### config.mk
export PLATFORM = sky130hd
export DESIGN_NAME = radio_cfg_shifter
export DESIGN_NICKNAME = d
export VERILOG_FILES = /design/src/rtl/radio_cfg_pkg.sv /design/src/rtl/cfg_word_builder.sv /design/src/rtl/cfg_half_timer.sv /design/src/rtl/cfg_shift_engine.sv /design/src/rtl/radio_cfg_shifter.sv
export SDC_FILE = /design/constraint.sdc
export NUM_CORES = 1
export LEC_CHECK = 0
export CAP_MARGIN = 0
export CORE_MARGIN = 10
export CORE_UTILIZATION = 51
export CTS_BUF_LIST = sky130_fd_sc_hd__clkbuf_2
export CTS_CLUSTER_SIZE = 12
export DETAILED_ROUTE_END_ITERATION = 10
export PLACE_DENSITY = 0.76
export SLEW_MARGIN = 20
export SYNTH_ARGS = -nofsm -noshare
export SYNTH_HDL_FRONTEND = slang
export SYNTH_SLANG_ARGS = --single-unit
### constraint.sdc
create_clock -name clk -period 1.9 [get_ports clk]
set_input_delay 0.38 -clock clk [delete_from_list [all_inputs] [get_ports clk]]
set_output_delay 0.38 -clock clk [all_outputs]
set_load 0.1 [all_outputs]
### src/rtl/radio_cfg_pkg.sv
package radio_cfg_pkg;
  localparam int unsigned CFG_BITS = 14;
  localparam int unsigned CH_LSB   = 2;
  localparam int unsigned CH_BITS  = 8;

  typedef logic [CFG_BITS-1:0] cfg_word_t;
  typedef logic [CH_BITS-1:0]  chan_code_t;

  // channel number = index * step, truncated to the field width
  function automatic chan_code_t chan_code(input int unsigned idx, input int unsigned step);
    int unsigned prod;
    prod = idx * step;
    return prod[CH_BITS-1:0];
  endfunction

  // overwrite the channel field of a host word
  function automatic cfg_word_t merge_chan(input cfg_word_t w, input chan_code_t ch);
    cfg_word_t r;
    r = w;
    r[CH_LSB +: CH_BITS] = ch;
    return r;
  endfunction
endpackage

### src/rtl/cfg_word_builder.sv
module cfg_word_builder
  import radio_cfg_pkg::*;
#(
  parameter int unsigned CHAN_W    = 2,
  parameter int unsigned CHAN_STEP = 4
) (
  input  cfg_word_t         word_i,
  input  logic [CHAN_W-1:0] chan_idx_i,
  output cfg_word_t         word_o
);
  chan_code_t ch_num;

  assign ch_num = chan_code(int'(chan_idx_i), CHAN_STEP);
  assign word_o = merge_chan(word_i, ch_num);
endmodule

### src/rtl/cfg_half_timer.sv
module cfg_half_timer #(
  parameter int unsigned DIV_W = 8
) (
  input  logic             clk,
  input  logic             rst_n,
  input  logic             load_i,
  input  logic [DIV_W-1:0] div_i,
  input  logic             run_i,
  output logic             tick_o
);
  logic [DIV_W-1:0] lat_q;
  logic [DIV_W-1:0] cnt_q;

  always_ff @(posedge clk or negedge rst_n) begin
    if (!rst_n) begin
      lat_q <= '0;
      cnt_q <= '0;
    end else if (load_i) begin
      lat_q <= div_i;
      cnt_q <= '0;
    end else if (run_i) begin
      if (cnt_q == lat_q) cnt_q <= '0;
      else                cnt_q <= cnt_q + 1'b1;
    end
  end

  assign tick_o = run_i && (cnt_q == lat_q);
endmodule

### src/rtl/cfg_shift_engine.sv
module cfg_shift_engine
  import radio_cfg_pkg::*;
(
  input  logic      clk,
  input  logic      rst_n,
  input  logic      accept_i,
  input  cfg_word_t word_i,
  input  logic      tick_i,
  output logic      busy_o,
  output logic      sclk_o,
  output logic      sdat_o,
  output logic      done_o,
  output logic      rise_o,
  output logic      fall_o,
  output logic      fin_o
);
  localparam int unsigned BIT_W = $clog2(CFG_BITS);
  localparam logic [BIT_W-1:0] LAST_BIT = BIT_W'(CFG_BITS - 1);

  logic             busy_q, sclk_q, tail_q, done_q;
  cfg_word_t        sh_q;
  logic [BIT_W-1:0] bit_q;

  assign rise_o = tick_i && busy_q && !sclk_q && !tail_q;
  assign fall_o = tick_i && busy_q && sclk_q;
  assign fin_o  = tick_i && busy_q && !sclk_q && tail_q;

  always_ff @(posedge clk or negedge rst_n) begin
    if (!rst_n) begin
      busy_q <= 1'b0;
      sclk_q <= 1'b0;
      tail_q <= 1'b0;
      done_q <= 1'b0;
      sh_q   <= '0;
      bit_q  <= '0;
    end else begin
      done_q <= fin_o;
      if (accept_i) begin
        busy_q <= 1'b1;
        sclk_q <= 1'b0;
        tail_q <= 1'b0;
        sh_q   <= word_i;
        bit_q  <= '0;
      end else if (rise_o) begin
        sclk_q <= 1'b1;
      end else if (fall_o) begin
        sclk_q <= 1'b0;
        if (bit_q == LAST_BIT) begin
          tail_q <= 1'b1;
        end else begin
          sh_q  <= {sh_q[CFG_BITS-2:0], 1'b0};
          bit_q <= bit_q + 1'b1;
        end
      end else if (fin_o) begin
        busy_q <= 1'b0;
      end
    end
  end

  assign busy_o = busy_q;
  assign sclk_o = sclk_q;
  assign sdat_o = busy_q & sh_q[CFG_BITS-1];
  assign done_o = done_q;
endmodule

### src/rtl/radio_cfg_shifter.sv
module radio_cfg_shifter
  import radio_cfg_pkg::*;
#(
  parameter int unsigned CHAN_W    = 2,
  parameter int unsigned CHAN_STEP = 4,
  parameter int unsigned DIV_W     = 8
) (
  input  logic              clk,
  input  logic              rst_n,
  input  logic              start_i,
  input  logic [13:0]       word_i,
  input  logic [CHAN_W-1:0] chan_idx_i,
  input  logic [DIV_W-1:0]  div_i,
  input  logic              standby_i,
  input  logic              pwrdn_i,
  output logic              ready_o,
  output logic              done_o,
  output logic              err_o,
  output logic              cfg_sel_o,
  output logic              cfg_clk_o,
  output logic              cfg_data_o
);
  cfg_word_t built_word;
  logic      busy, accept, reject, half_tick;
  logic      rise_ev, fall_ev, fin_ev;
  logic      err_q;

  assign accept = start_i && !busy && !standby_i && !pwrdn_i;
  assign reject = start_i && !accept;

  cfg_word_builder #(.CHAN_W(CHAN_W), .CHAN_STEP(CHAN_STEP)) u_build (
    .word_i     (word_i),
    .chan_idx_i (chan_idx_i),
    .word_o     (built_word)
  );

  cfg_half_timer #(.DIV_W(DIV_W)) u_timer (
    .clk    (clk),
    .rst_n  (rst_n),
    .load_i (accept),
    .div_i  (div_i),
    .run_i  (busy),
    .tick_o (half_tick)
  );

  cfg_shift_engine u_engine (
    .clk      (clk),
    .rst_n    (rst_n),
    .accept_i (accept),
    .word_i   (built_word),
    .tick_i   (half_tick),
    .busy_o   (busy),
    .sclk_o   (cfg_clk_o),
    .sdat_o   (cfg_data_o),
    .done_o   (done_o),
    .rise_o   (rise_ev),
    .fall_o   (fall_ev),
    .fin_o    (fin_ev)
  );

  always_ff @(posedge clk or negedge rst_n) begin
    if (!rst_n) err_q <= 1'b0;
    else        err_q <= reject;
  end

  assign err_o     = err_q;
  assign ready_o   = !busy;
  assign cfg_sel_o = busy;
endmodule

==> out/metrics.yaml <==
outcome:
  status: "finished, final reports clean"
cells_and_area:
  syn2layout_area_growth_pct: 27.8
  seqCellArea_um2: 981
  diodes: 0
  fillers: 272
  nets: 259
  finish.utilization_pct: 68.5
  multi_input_area_um2: 795
  drive_gt1_share_pct: 16.7
global_route:
  grtUsageTotal_pct: 13.4
  grt_use_met1_pct: 15.3
  met3_usage_pct: 4.62
  grt_pass1_wl_um: 6730
  antenna_found_initial: 0
  grt_pass1_vias: 1468
  top_usage_layer: "met2"
  grt_max_degree: 33
  use_met2_pct: 21.3
  grt-ovfl-total: 0
synth:
  ys_types: 34
  synth_seq_area_share_pct: 53.3
  synthTopCellsByCount: "nand2_1, dfrtp_1, nand3_1"
  synth-edff-count: 0
  synth_top_area_cell: "dfrtp_1"
  synth_top_area_share_pct: 53.3
  syn_inst: 186
  yosysMostFrequentCell: "nand2_1"
  syn_nets: 218
  ys_seq_elements: 39
  synth_area_leaders: "dfrtp_1, nand2_1, xnor2_1"
  async_reset_ff_share_pct: 100
  syn-cell-area_um2: 1830
  yosysWarnings: 0
  synth_top_flop_cell: "dfrtp_1"
  synth.avg_cell_area_um2: 9.85
floorplan:
  io_pins: 35
  start_util_pct: 53.6
  die_h_um: 79.9
  chipWidth_um: 79.9
  fp.dieArea_um2: 6390
  core-area_um2: 3420
  fp-row-count: 21
critical_path:
  startpoint_type: "register"
  path_max_fanout: 5
  cp_slowest_cell: "dfrtp_1"
  required_ns: 2.22
  crit_chain: "xnor2_1, and4_1, nand4_1, or3_1, a21oi_1"
  crit_type: "register to register"
  reg2reg_from: "u_timer.cnt_q[1]"
  path_buf_inv: 0
  ff2ff_setup_slack_ns: 0.17
  slowest_delay_ns: 0.49
  arrival_ns: 2.05
  rr_worst_depth: 5
  crit_family: "simple AND/OR/NAND/NOR gates"
  r2r_end: "u_engine.bit_q[3]"
  cp-end-kind: "register"
cts:
  cts-buffers-inserted: 5
  postCtsHoldBufs: 1
  post-cts-setup-buffer-count: 0
  post_cts_resized: 0
  clk_latency_ns: 0.41
  cts_buffer_depth: 2
  cts_tree: "yes"
  clock_tree.root_cell: "clkbuf_2"
  cts-htree-levels: 2
  cts_sinks: 39
  clk_pin_slew_ns: 0.22
sta:
  fin_crit_sh_pct: 91.0
  rsz0062_at_grt: "false"
  fin_crit_ns: 1.73
  clock_skew_ns: 0.0343
  max_freq_ghz: 0.578
  slew_viol_final: 0
  setup_viol: 0
  slew_headroom_pct: 53.3
  tightest_slew_ns: 0.701
  hold_viol_final: 0
power:
  peakVddDrop_mv: 0.728
  power_switching_mw: 1.37
  p_seq_share_pct: 43.4
  pwr-share-comb_pct: 42.6
  fin_total_pwr_mw: 3.45
  p_sw_share_pct: 39.8
  leakage_nw: 1.11
  internal_power_mw: 2.08
  powerDensity_nw_per_um2: 1470
  clkPwrFrac_pct: 14.1
route:
  ant_nets: 0
  drt_pass1_iterations: 4
  drc_errors: 0
  routedWlPerCell_um: 14.7
  vias: 1475
  drt_wl_total_um: 4040
  routed_via_density: 5.38
  drt_iter0_markers: 119
placed_design:
  place_congestion: 0.852
  portBuffers: 26
  dp_hpwl_um: 3040
flow_run:
  cap_viol_max_count: 0
worst_hold_path:
  min_to: "u_engine.sh_q[9]"
  holdCritStartpoint: "u_engine.sh_q[8]"
  min_path_type: "register to register"
  min_delay_path_depth: 2
-- worst reg2reg max path, delay by kind of cell, from the launching register on --
kind,cells,cell delay [ns]
xor+xnor,1,0.21
simple gates,3,0.84
flops,1,0.49
compound gates,1,0.14
-- registers in the layout, indices dropped and copies added (netlist names) --
register         count
u_engine.done_o      1
err_o                1
u_engine.tail_q      1
u_engine.sh_q       14
u_engine.bit_q       4
u_timer.lat_q        8
u_engine.sclk_o      1
u_timer.cnt_q        8
u_engine.busy_o      1
-- metal layers --
layer / up-vias / wire length (um) / share of wire [%]
met5: - / 0 / 0
met4: 0 / 77 / 1.9
met1: 717 / 1750 / 43
met2: 37 / 1950 / 48
li1: 714 / - / -
met3: 7 / 261 / 6.5
-- per-stage QoR --
stage / hold slack, ns / setup slack [ns] / area, um^2 / instances / TNS [ns]
6_report: 0.466 / 0.171 / 2340 / 274 / 0
5_1_grt: 0.475 / 0.0268 / 2340 / 274 / 0
4_1_cts: 0.480 / 0.155 / 2340 / 274 / 0
3_5_place_dp: 0.462 / 0.0535 / 2270 / 265 / 0
3_3_place_gp: 0.451 / 0.0189 / 2270 / 265 / 0
2_1_floorplan: 0.0844 / -0.227 / 1870 / 186 / -5.39
-- cell usage in the layout, fill, tap and decap left out, types with 2 or more instances in the layout --
cell type and n:
nand2_1 43, nand4_1 5, buf_4 16, dfrtp_1 37
inv_1 3, nand3_1 11, a21o_1 7, o21ai_1 3
and2_1 3, a21oi_1 3, nor3_1 8, nor2_1 9
nor3b_1 2, and4_4 2, and4_1 2, buf_12 5
xnor2_1 10, clkdlybuf4s50_1 19, a22o_1 5, mux2i_1 2
o21ai_0 2, ha_1 3, clkbuf_2 5, xor2_1 3
-- cells by family (layout without fill, tap and decap cells) --
| group | after synthesis | in the layout | synth area share (%) |
|---|---|---|---|
| adder cells (fa/ha/maj) | 3 | 3 | 2.05 |
| XOR/XNOR | 13 | 13 | 6.22 |
| AND/OR/NAND/NOR | 92 | 92 | 24.3 |
| flip-flops | 39 | 39 | 53.3 |
| AO/OA/AOI/OAI | 24 | 24 | 8.95 |
| buffers and inverters | 12 | 54 | 3.48 |
| multiplexers | 3 | 3 | 1.71 |
-- final cells by class --
class                      instances  area share (%)
tap                               46            2.46
multi-input combinational        135            33.9
timing repair buffer              42            18.2
inverter                           4           0.802
clock inverter                     3            1.66
clock buffer                       5            1.07
sequential                        39            41.9
-- how the worst max path moves through the flow --
| stage | startpoint | endpoint | slack, ns | cells after the start |
|---|---|---|---|---|
| 2_1_floorplan | u_engine.busy_o | u_timer.lat_q[0] | -0.23 | 7 |
| 3_3_place_gp | start_i | u_timer.cnt_q[7] | 0.02 | 7 |
| 3_5_place_dp | start_i | u_engine.sh_q[12] | 0.05 | 6 |
| 4_1_cts | u_engine.busy_o | cfg_data_o | 0.15 | 2 |
| 5_1_grt | u_engine.bit_q[0] | u_engine.bit_q[2] | 0.03 | 7 |
| 6_report | u_timer.cnt_q[1] | u_engine.bit_q[3] | 0.17 | 5 |
-- power groups by stage --
| stage | sequential [mW] | clock [mW] | combinational, mW |
|---|---|---|---|
| final | 1.50 | 0.485 | 1.47 |
| after global routing | 1.54 | 0.537 | 1.61 |
| after CTS | 1.49 | 0.500 | 1.49 |
| after detailed placement | 1.50 | 0 | 1.48 |
| after global placement | 1.48 | 0 | 1.41 |
| after floorplan | 1.58 | 0 | 0.871 |
Note: power is estimated with default switching activity, not from simulation.
